--- config.mk ---
export PLATFORM = sky130hd
export DESIGN_NAME = biphase_pwm
export DESIGN_NICKNAME = d
export VERILOG_FILES = /design/src/rtl/biphase_pwm_pkg.sv /design/src/rtl/biphase_pwm_regs.sv /design/src/rtl/biphase_pwm_prescaler.sv /design/src/rtl/biphase_pwm_seq.sv /design/src/rtl/biphase_pwm.sv
export SDC_FILE = /design/constraint.sdc
export NUM_CORES = 1
export LEC_CHECK = 0
export ABC_AREA = 1
export CORE_UTILIZATION = 65
export CTS_CLUSTER_SIZE = 40
export DETAILED_ROUTE_END_ITERATION = 7
export PLACE_DENSITY_LB_ADDON = 0.15
export SKIP_LAST_GASP = 1
export SLEW_MARGIN = 5
export SYNTH_ARGS = -nofsm -noshare
export SYNTH_HDL_FRONTEND = slang
export SYNTH_SLANG_ARGS = --single-unit
--- constraint.sdc ---
create_clock -name clk -period 10.1 [get_ports clk]
set_input_delay 2.02 -clock clk [delete_from_list [all_inputs] [get_ports clk]]
set_output_delay 2.02 -clock clk [all_outputs]
set_load 0.1 [all_outputs]
--- src/rtl/biphase_pwm_pkg.sv ---
package biphase_pwm_pkg;
    typedef enum logic [1:0] {
        ST_LOAD   = 2'd0,
        ST_FIRST  = 2'd1,
        ST_SECOND = 2'd2
    } seq_state_t;

    localparam int NUM_REGS = 4;
    localparam int ADDR_DUTY_A = 0;
    localparam int ADDR_DUTY_B = 1;
    localparam int ADDR_DIV    = 2;
endpackage

--- src/rtl/biphase_pwm_regs.sv ---
module biphase_pwm_regs #(
    parameter int DATA_W = 8,
    parameter int ADDR_W = 2
) (
    input  logic              clk,
    input  logic              rst,
    input  logic              wr_en,
    input  logic [ADDR_W-1:0] wr_addr,
    input  logic [DATA_W-1:0] wr_data,
    input  logic [ADDR_W-1:0] rd_addr,
    output logic [DATA_W-1:0] rd_data,
    output logic [DATA_W-1:0] duty_a,
    output logic [DATA_W-1:0] duty_b,
    output logic [DATA_W-1:0] div_val
);
    import biphase_pwm_pkg::*;

    localparam int DEPTH = 1 << ADDR_W;

    logic [DATA_W-1:0] bank [DEPTH];

    always_ff @(posedge clk) begin
        if (rst) begin
            for (int i = 0; i < DEPTH; i++) begin
                bank[i] <= '0;
            end
        end else if (wr_en) begin
            bank[wr_addr] <= wr_data;
        end
    end

    assign rd_data = bank[rd_addr];
    assign duty_a  = bank[ADDR_DUTY_A];
    assign duty_b  = bank[ADDR_DUTY_B];
    assign div_val = bank[ADDR_DIV];

    // one cycle after reset the bank reads zero at every address
    p_bank_clear_r1: assert property (@(posedge clk)
        $past(rst) && !rst |-> (rd_data == '0));
endmodule

--- src/rtl/biphase_pwm_prescaler.sv ---
module biphase_pwm_prescaler #(
    parameter int DATA_W = 8
) (
    input  logic              clk,
    input  logic              rst,
    input  logic              clr,
    input  logic [DATA_W-1:0] div_i,
    output logic              tick
);
    logic [DATA_W-1:0] pre;
    logic [DATA_W-1:0] div_eff;

    assign div_eff = (div_i == '0) ? DATA_W'(1) : div_i;
    assign tick    = (pre == div_eff - DATA_W'(1));

    always_ff @(posedge clk) begin
        if (rst || clr || tick) begin
            pre <= '0;
        end else begin
            pre <= pre + DATA_W'(1);
        end
    end

    // the prescaler never passes the effective divisor, so zero acts as one
    p_pre_bound_r7: assert property (@(posedge clk) disable iff (rst)
        pre < div_eff);
endmodule

--- src/rtl/biphase_pwm_seq.sv ---
module biphase_pwm_seq #(
    parameter int DATA_W     = 8,
    parameter int HALF_TICKS = 250
) (
    input  logic              clk,
    input  logic              rst,
    input  logic              tick,
    input  logic [DATA_W-1:0] duty_a_i,
    input  logic [DATA_W-1:0] duty_b_i,
    input  logic [DATA_W-1:0] div_i,
    output logic [DATA_W-1:0] sh_div,
    output logic              load,
    output logic              pwm_a,
    output logic              pwm_b
);
    import biphase_pwm_pkg::*;

    localparam int CAP    = (HALF_TICKS * 19) / 20;
    localparam int CNT_W  = $clog2(HALF_TICKS + 1);
    localparam int FULL   = (1 << DATA_W) - 1;
    localparam logic [CNT_W-1:0] LAST = CNT_W'(HALF_TICKS - 1);

    function automatic logic [CNT_W-1:0] scale_on(input logic [DATA_W-1:0] d);
        int prod;
        prod = (int'(d) * CAP) / FULL;
        return CNT_W'(prod);
    endfunction

    seq_state_t state, state_nx;
    logic [CNT_W-1:0]  cnt;
    logic [CNT_W-1:0]  on_a, on_b;
    logic              half_end;

    assign half_end = tick && (cnt == LAST);
    assign load     = (state == ST_LOAD) || (half_end && state == ST_SECOND);

    always_comb begin
        state_nx = state;
        unique case (state)
            ST_LOAD:   state_nx = ST_FIRST;
            ST_FIRST:  if (half_end) state_nx = ST_SECOND;
            ST_SECOND: if (half_end) state_nx = ST_FIRST;
            default:   state_nx = ST_LOAD;
        endcase
    end

    always_ff @(posedge clk) begin
        if (rst) begin
            state <= ST_LOAD;
        end else begin
            state <= state_nx;
        end
    end

    always_ff @(posedge clk) begin
        if (rst || state == ST_LOAD) begin
            cnt <= '0;
        end else if (half_end) begin
            cnt <= '0;
        end else if (tick) begin
            cnt <= cnt + CNT_W'(1);
        end
    end

    always_ff @(posedge clk) begin
        if (rst) begin
            on_a   <= '0;
            on_b   <= '0;
            sh_div <= '0;
        end else if (load) begin
            on_a   <= scale_on(duty_a_i);
            on_b   <= scale_on(duty_b_i);
            sh_div <= div_i;
        end
    end

    always_comb begin
        pwm_a = 1'b0;
        pwm_b = 1'b0;
        unique case (state)
            ST_LOAD:   ;
            ST_FIRST:  pwm_a = (cnt < on_a);
            ST_SECOND: pwm_b = (cnt < on_b);
            default:   ;
        endcase
    end

    // captured settings change only on a load
    p_shadow_hold_r8: assert property (@(posedge clk) disable iff (rst)
        !load |=> ($stable(on_a) && $stable(on_b) && $stable(sh_div)));

    // each pulse stays inside the capped part of its half
    p_dead_band_r6: assert property (@(posedge clk) disable iff (rst)
        (pwm_a || pwm_b) |-> (cnt < CNT_W'(CAP)));

    // phase A starts only at the first tick of the first half
    p_a_start_r5: assert property (@(posedge clk) disable iff (rst)
        $rose(pwm_a) |-> (state == ST_FIRST && cnt == '0));

    // the clock after reset leaves both phases low
    p_reset_idle_r1: assert property (@(posedge clk) disable iff (rst)
        $past(rst) |-> (!pwm_a && !pwm_b));
endmodule

--- src/rtl/biphase_pwm.sv ---
module biphase_pwm #(
    parameter int DATA_W     = 8,
    parameter int HALF_TICKS = 250
) (
    input  logic              clk,
    input  logic              rst,
    input  logic              wr_en,
    input  logic [1:0]        wr_addr,
    input  logic [DATA_W-1:0] wr_data,
    input  logic [1:0]        rd_addr,
    output logic [DATA_W-1:0] rd_data,
    output logic              pwm_a,
    output logic              pwm_b
);
    logic [DATA_W-1:0] duty_a, duty_b, div_val, sh_div;
    logic              tick, load;

    biphase_pwm_regs #(.DATA_W(DATA_W), .ADDR_W(2)) u_regs (
        .clk     (clk),
        .rst     (rst),
        .wr_en   (wr_en),
        .wr_addr (wr_addr),
        .wr_data (wr_data),
        .rd_addr (rd_addr),
        .rd_data (rd_data),
        .duty_a  (duty_a),
        .duty_b  (duty_b),
        .div_val (div_val)
    );

    biphase_pwm_prescaler #(.DATA_W(DATA_W)) u_pre (
        .clk   (clk),
        .rst   (rst),
        .clr   (load),
        .div_i (sh_div),
        .tick  (tick)
    );

    biphase_pwm_seq #(.DATA_W(DATA_W), .HALF_TICKS(HALF_TICKS)) u_seq (
        .clk      (clk),
        .rst      (rst),
        .tick     (tick),
        .duty_a_i (duty_a),
        .duty_b_i (duty_b),
        .div_i    (div_val),
        .sh_div   (sh_div),
        .load     (load),
        .pwm_a    (pwm_a),
        .pwm_b    (pwm_b)
    );

    // the two phases are never high together
    p_no_overlap_r6: assert property (@(posedge clk) disable iff (rst)
        !(pwm_a && pwm_b));
endmodule

After elaboration in Yosys (flattened, before gate mapping)

Memory sizes are Yosys's and may differ from the RTL's. A register that Yosys moved wholly into a read port is not among the register bits.
Cells that the tools add are included.
W data, S select, Z words.

Register bits: 34
Memories: 1
Memory bits (writable): 32
Output and inout port bits: 10
Logic and storage cells: 46
Input port bits: 15

$add $sub $neg: 3
Multiplexer cells: 14
Equality and inequality tests: 6
Div/mod/pow operators: 2
Reduce and logical (&&, ||, !) cells: 11
Multiply operators: 2
Order comparisons: 2

Memory list:

| memory      | words | width | rd ports | clocked after memory_dff | wr ports | RTL line               | source |
|---|---|---|---|---|---|---|---|
| u_regs.bank | 4     | 8     | 4        | 1                        | 4        | biphase_pwm_regs.sv:20 | `logic [DATA_W-1:0] bank [DEPTH];` |

Operators with widths:

| kind                    | number |
|---|---|
| $div A32 B9 Y32 const B | 2 |
| $mul A8 B8 Y16 const B  | 2 |
| $add A8 B1 Y8 const B   | 2 |
| $lt A8 B8 Y1            | 2 |
| $mux W8                 | 2 |
| $eq A8 B8 Y1            | 1 |
| $eq A8 B8 Y1 const B    | 1 |
| $logic_not A8 Y1        | 1 |
| $mux W1                 | 8 |
| $reduce_or A8 Y1        | 1 |
| $sub A8 B1 Y8 const B   | 1 |
| $mux W2                 | 3 |
| $pmux W2 S3             | 1 |
| $logic_or A1 B1 Y1      | 4 |
| $ne A2 B1 Y1 const B    | 2 |
| $eq A2 B1 Y1 const B    | 1 |
| $eq A2 B2 Y1 const B    | 1 |
| $logic_and A1 B1 Y1     | 2 |
| $logic_not A2 Y1        | 1 |
| $reduce_and A2 Y1       | 1 |
| $reduce_or A2 Y1        | 1 |

Longest topological paths before layout

Gate-level depths: netlist of run 1.

Word-level depth: 9
Mapped depth: 69
Gate-level depth less buffers: 69

Cells and area by module

Synthesis of run 1 repeated with hierarchy kept, for this count alone.

Cell total of the unflattened synthesis: 1810
Area, all modules: 11374.7 sq um

By module, submodules not included:

| module                | instances | seq. area each (sq um) | area an instance (sq um) | cells each |
|---|---|---|---|---|
| biphase_pwm_seq       | 1         | 680.7                  | 9062.4                   | 1521 |
| biphase_pwm_regs      | 1         | 960.9                  | 1619.1                   | 181 |
| biphase_pwm_prescaler | 1         | 160.2                  | 693.2                    | 108 |

Worst setup path before layout of run 1

Ideal clock, no wire load.

Path type: register -> register
From: memory u_regs.bank[0][1]
To: register u_seq.on_a[0]
Arrival: 8.481 ns
Setup slack: 1.510 ns
Buffers on the path: 0
Period minus slack after synthesis: 8.590 ns
Stages on the path, launching flop included: 63
Setup time: 0.109 ns
Required time: 9.991 ns
Cells stage by stage: edfxtp_1 -> inv_1 -> fa_1 -> fa_1 -> inv_1 -> fa_1 -> inv_1 -> fa_1 -> inv_1 -> ha_1 -> nand2_1 -> nor2_1 -> nand2_2 -> nand2_1 -> nand2_1 -> nand2_2 -> nand2_2 -> nor2_4 -> [27 not listed] -> nor2_4 -> nand2_2 -> nand2_2 -> nand2_2 -> and2_1 -> ha_1 -> inv_1 -> nor2_1 -> nand3_2 -> inv_4 -> a21oi_2 -> nand2_2 -> nand2_1 -> nand2_1 -> nor2_1 -> nand3_1 -> nand2_1 -> inv_1

RTL lines:

| item                 | RTL line               | source |
|---|---|---|
| start, declared      | biphase_pwm_regs.sv:20 |  |
| end signal, assigned | biphase_pwm_seq.sv:71  | `on_a <= scale_on(duty_a_i);` |
| end, declared        | biphase_pwm_seq.sv:31  | `logic [CNT_W-1:0] on_a, on_b;` |

==> metrics.txt, run 1 <==
simple-gate share of the synthesized area 41.5%; Area contributors post-synth nand2_1, ha_1, inv_1; DR DRC count 0; post-DP HPWL 22000 um; CTS tree done; RD Place Congestion 0.994; Worst setup SP type register; Clk pin slew, worst setup/hold paths 60 ps; antenna cells 0; global-route wire length before repair 45100 um; CP required 10330 ps; register area share after synthesis 15.9%; die area 17900 um^2; crit path kind register to register; Final WS setup 704 ps; worst hold path depth 2; Routed WL per cell 13.8 um; most common cell after layout, fill and taps aside nand2_1; ys async rst share 0%; area leader, netlist nand2_1; dominant combinational cell family by area after synthesis simple AND/OR/NAND/NOR gates; Synth-to-Final Area Change 7.31%; Mapped Nets 1878; Tot GR Track Use 30.7%; nets 1908; core area 16800 um^2; worst-margin pin slew 1280 ps; number of synthesized flops with an enable pin 32; area fraction of the dominant cell type after synthesis 13.7%; period utilization 93.0%; Netlist cell types 53; post-synthesis mux area share 0%; YS warnings 0; Worst Hold Class register to register; Synth Area in Compound Gates 8.76%; status completed; Mapped Avg Cell Area 6.63 um^2; final wirelength 27100 um; DR vias 10800; Synth Cell Area 11300 um^2; total CTS buffers 9; width of the die 134 um; MaxCap Viol Count 0; hold_sp u_seq.sh_div[7]$_SDFFE_PP0P_; largest net degree at the start of global routing 25; placed cells 1941; row cnt 47; DRT Pass-1 Iters 6; R2R cell count 62; CTS Buffer Depth 2; Synth Area in XOR/XNOR 2.17%; slowest stage cell, crit path fa_1; post-place setup slack 300 ps; initial antenna violation count 0; Layout Utilization 72.2%; Starting Density 67.3%; Max FO, Critical Path 9; Root Buffer clkbuf_16; Worst path max stage delay 550 ps; FMAX 106 MHz; Reg-to-Reg Start u_regs.bank[0][1]$_SDFFCE_PN0P_; Hold Path Sink u_seq.sh_div[7]$_SDFFE_PP0P_; grt total ovfl 0; main flop type after synthesis dfxtp_1; Die Y 134 um; Hold Fails Final Rpt 0; Final setup viols 0; CP most frequent cell nand2_2; vias in the first global route 9889; fill cell count 1433; post-route minimum period 9400 ps; reg2reg setup slack 700 ps; 1st-iter DRT viols 530; CTS Sinks 74; Layout Cells excl Fill 1962; Yosys reg bits 74; CP arrival 9620 ps; port bufs 24; critical path endpoint category register; max_slew headroom 13.9%; Via density 5.48; fin. max-slew vios 0; num ports 25; H-tree Lvls 3; Syn Inst Count 1707; reg-to-reg endpoint u_seq.on_a[0]$_SDFFE_PP0P_; commonest non-fill, non-tap cells in the layout nand2_1, inv_1, nor2_1; skew final 11.6 ps; adder-cell share of the synthesized area 19.9%; Worst-Skew Late Latency 340 ps; share of layout cells above drive strength 1 13.1%; Final ANT Viol Nets 0
[state kept, by name (all words and copies together), names as in the netlist]
signal,flops
u_pre.pre,8
u_seq.state,2
u_seq.sh_div,8
u_seq.on_a,8
u_seq.on_b,8
u_regs.bank,32
u_seq.cnt,8
[stage by stage]
step / area (um^2) / TNS, ps / hold WS (ps)
5_1_grt: 12100 / -26.9 / 515
3_3_place_gp: 11800 / 0 / 462
3_5_place_dp: 11800 / 0 / 470
4_1_cts: 12100 / 0 / 482
6_report: 12100 / 0 / 481
2_1_floorplan: 11300 / 0 / 438
[layer usage]
metal	global-route usage [%]	part of all wire, %
met3	2.46	4.2
met5	0	0
met4	9.28	2.3
met2	52.5	47
met1	41.2	46
[worst max path at each step]
stage | startpoint | endpoint | slack, ps | depth (start not counted)
2_1_floorplan | u_regs.bank[0][1]$_SDFFCE_PN0P_ | u_seq.on_a[0]$_SDFFE_PP0P_ | 1510 | 62
3_3_place_gp | u_regs.bank[0][1]$_SDFFCE_PN0P_ | u_seq.on_a[0]$_SDFFE_PP0P_ | 440 | 62
3_5_place_dp | u_regs.bank[0][1]$_SDFFCE_PN0P_ | u_seq.on_a[0]$_SDFFE_PP0P_ | 300 | 62
4_1_cts | u_regs.bank[0][1]$_SDFFCE_PN0P_ | u_seq.on_a[0]$_SDFFE_PP0P_ | 270 | 62
5_1_grt | u_regs.bank[0][1]$_SDFFCE_PN0P_ | u_seq.on_a[0]$_SDFFE_PP0P_ | -30 | 61
6_report | u_regs.bank[0][1]$_SDFFCE_PN0P_ | u_seq.on_a[0]$_SDFFE_PP0P_ | 700 | 62
[worst max-delay path: cells and delay by family, from the launching register on]
| family | cells | cell delay, ps |
|---|---|---|
| fa+ha+maj | 7 | 2700 |
| buf+inv | 9 | 720 |
| simple gates | 43 | 4670 |
| compound gates | 2 | 480 |
| xor+xnor | 1 | 170 |
| flops | 1 | 510 |
[Yosys cell counts (all sizes together), types with 5 or more instances]
cell type,instances
nand3b,15
edfxtp,32
o22ai,13
nand3,163
nor2,202
nand2,484
o21ai,91
ha,116
or2,5
fa,40
inv,325
clkbuf,10
xnor2,9
nor3,17
xor2,19
a21oi,50
nand4,38
dfxtp,42
[layout make-up]
class	instances	area, um^2	area share (%)
Clock inverter	6	65.1	0.536
Tap cell	220	275	2.27
Clock buffer	10	229	1.88
Inverter	329	1250	10.3
Multi-Input combinational cell	1291	8220	67.7
Sequential cell	74	1800	14.8
Timing Repair Buffer	32	300	2.47
[what timing repair did]
item | in CTS | in global routing
endpoints found under the setup margin | 0 | 2
hold buffers | 0 | 0
resized for setup | 0 | 9
setup buffers | 0 | 5
hold endpoints to repair | 0 | 0
[logic make-up after synthesis]
logic type                 Yosys count
and+or+nand+nor                    933
adders and majority gates          156
DFF                                 74
xor gates and xnor gates            28
buffers and inverters              342
AOI/OAI and AO/OA                  174
Power of run 1 is left out: the tool's default activity adds up to more than one toggle a clock period on the data nets, which glitch-free logic cannot reach.
==> run 2, diff against run 1 <==
--- a/config.mk
+++ b/config.mk
@@ -5,7 +5,7 @@
 export SDC_FILE = /design/constraint.sdc
 export NUM_CORES = 1
 export LEC_CHECK = 0
-export ABC_AREA = 1
+export ABC_CLOCK_PERIOD_IN_PS = 10100
 export CORE_UTILIZATION = 65
 export CTS_CLUSTER_SIZE = 40
 export DETAILED_ROUTE_END_ITERATION = 7
==> metrics.txt, run 2 <==
CTS Buffer Depth 2; count leader, synth nor2_1; Worst setup SP type register; most common cell after layout, fill and taps aside nor2_1; area leader, netlist ha_1; Synth Cell Area 10600 um^2; Starting Density 66.7%; width of the die 130 um; 1st-iter DRT viols 773; Layout Utilization 78.2%; Mapped Avg Cell Area 8.24 um^2; area fraction of the dominant cell type after synthesis 13.7%; Hold Fails Final Rpt 0; register area share after synthesis 16.9%; Routed WL per cell 19.1 um; Max FO, Critical Path 8; Area contributors post-synth ha_1, edfxtp_1, dfxtp_1; CP arrival 9970 ps; Clk pin slew, worst setup/hold paths 60 ps; Final setup viols 0; FMAX 102 MHz; Final ANT Viol Nets 0; initial antenna violation count 1; number of synthesized flops with an enable pin 32; Mapped Nets 1461; row cnt 46; max reg flops 32; Yosys reg bits 74; post-place setup slack -412 ps; total CTS buffers 9; YS warnings 0; Die Y 130 um; die area 16900 um^2; Worst Hold Class register to register; Tot GR Track Use 35.2%; ys async rst share 0%; post-DP HPWL 22800 um; critical path endpoint category register; Netlist cell types 96; Via density 6.52; largest net degree at the start of global routing 36; RD Place Congestion 0.958; H-tree Lvls 3; most frequent cells after synthesis nor2_1, ha_1, inv_1; Root Buffer clkbuf_16; port bufs 24; fill cell count 1137; MaxCap Viol Count 0; Syn Inst Count 1290; num ports 25; max_slew headroom 22.3%; Synth-to-Final Area Change 17.3%; main flop type after synthesis dfxtp_1; fin. max-slew vios 0; share of layout cells above drive strength 1 17.2%; vias in the first global route 9759; period utilization 96.6%; nets 1548; hold buffer count at CTS 0; DRT Pass-1 Iters 5; status completed; Final WS setup 343 ps; final wirelength 30500 um; skew final 5.28 ps; Worst-Skew Late Latency 340 ps; register bank with the most flops u_regs.bank; core area 15900 um^2; crit path kind register to register; CTS Sinks 74; DR DRC count 0; commonest non-fill, non-tap cells in the layout nor2_1, ha_1, inv_1; Worst path max stage delay 660 ps; CP required 10320 ps; global-route wire length before repair 47000 um; slowest stage cell, crit path nor4_2; worst-margin pin slew 1150 ps; DR vias 10400; grt total ovfl 0; post-route minimum period 9760 ps; CTS tree done
==> run 2: cells by family after synthesis <==
kind of cell | Yosys count | share of synthesized area [%]
flip-flops | 74 | 16.9
adder cells (fa/ha/maj) | 160 | 21.6
multiplexers | 21 | 2.94
XOR/XNOR | 83 | 7.10
AO/OA/AOI/OAI | 327 | 22.5
AND/OR/NAND/NOR | 475 | 23.4
buffers and inverters | 150 | 5.50
==> run 2: layout make-up <==
class / count / area [um^2] / share of cell area [%]
multi-input cells: 1066 / 8750 / 70.2
flip-flops and latches: 74 / 1800 / 14.4
repair buffers: 113 / 916 / 7.34
inverters: 113 / 424 / 3.40
well taps: 216 / 270 / 2.17
clock buffers: 12 / 256 / 2.06
clock inverters: 4 / 47.5 / 0.381
diodes: 1 / 2.50 / 0.0201
==> run 2: worst paths after layout <==
path	startpoint	end	slack [ps]	cells after the start
min reg2reg	u_seq.on_b[4]$_SDFFE_PP0P_	u_seq.on_b[4]$_SDFFE_PP0P_	480	2
max reg2reg	u_regs.bank[0][1]$_SDFFCE_PN0P_	u_seq.on_a[0]$_SDFFE_PP0P_	340	41
max	u_regs.bank[0][1]$_SDFFCE_PN0P_	u_seq.on_a[0]$_SDFFE_PP0P_	340	41
min	u_seq.on_b[4]$_SDFFE_PP0P_	u_seq.on_b[4]$_SDFFE_PP0P_	480	2
==> run 2: stage by stage <==
stage / setup TNS (ps) / hold slack, ps / instance area, um^2 / instances
after CTS: 0 / 480 / 11900 / 1581
after detailed placement: -837 / 469 / 11500 / 1563
after floorplan: 0 / 443 / 10600 / 1290
after global routing: -142 / 501 / 12500 / 1599
final: 0 / 480 / 12500 / 1599
after global placement: -365 / 463 / 11500 / 1563
==> run 2: timing repair <==
| item | 4_1_cts | 5_1_grt |
|---|---|---|
| endpoints found under the hold margin | 0 | 0 |
| buffers inserted | 2 | 17 |
| resized for setup | 13 | 95 |
| pin swaps | 0 | 40 |
| setup endpoints to repair | 4 | 4 |
==> run 2: per-layer routing <==
layer | vias to the layer above | GRT usage, % | share of wire, %
met1 | 4980 | 41.8 | 40
met3 | 93 | 4.43 | 5.5
li1 | 4915 | - | -
met5 | - | 0 | 0
met2 | 430 | 62.9 | 50
met4 | 0 | 17.5 | 4.1
==> run 2: worst max-delay path: cells and delay by family, from the launching register on <==
family | cells | cell delay, ps
adders and majority gates | 7 | 2750
buffers and inverters | 7 | 770
and+or+nand+nor | 9 | 2370
AOI/OAI and AO/OA | 14 | 2200
muxes | 3 | 900
DFF | 1 | 420
xor gates and xnor gates | 1 | 230
Power of run 2 is left out for the same reason.
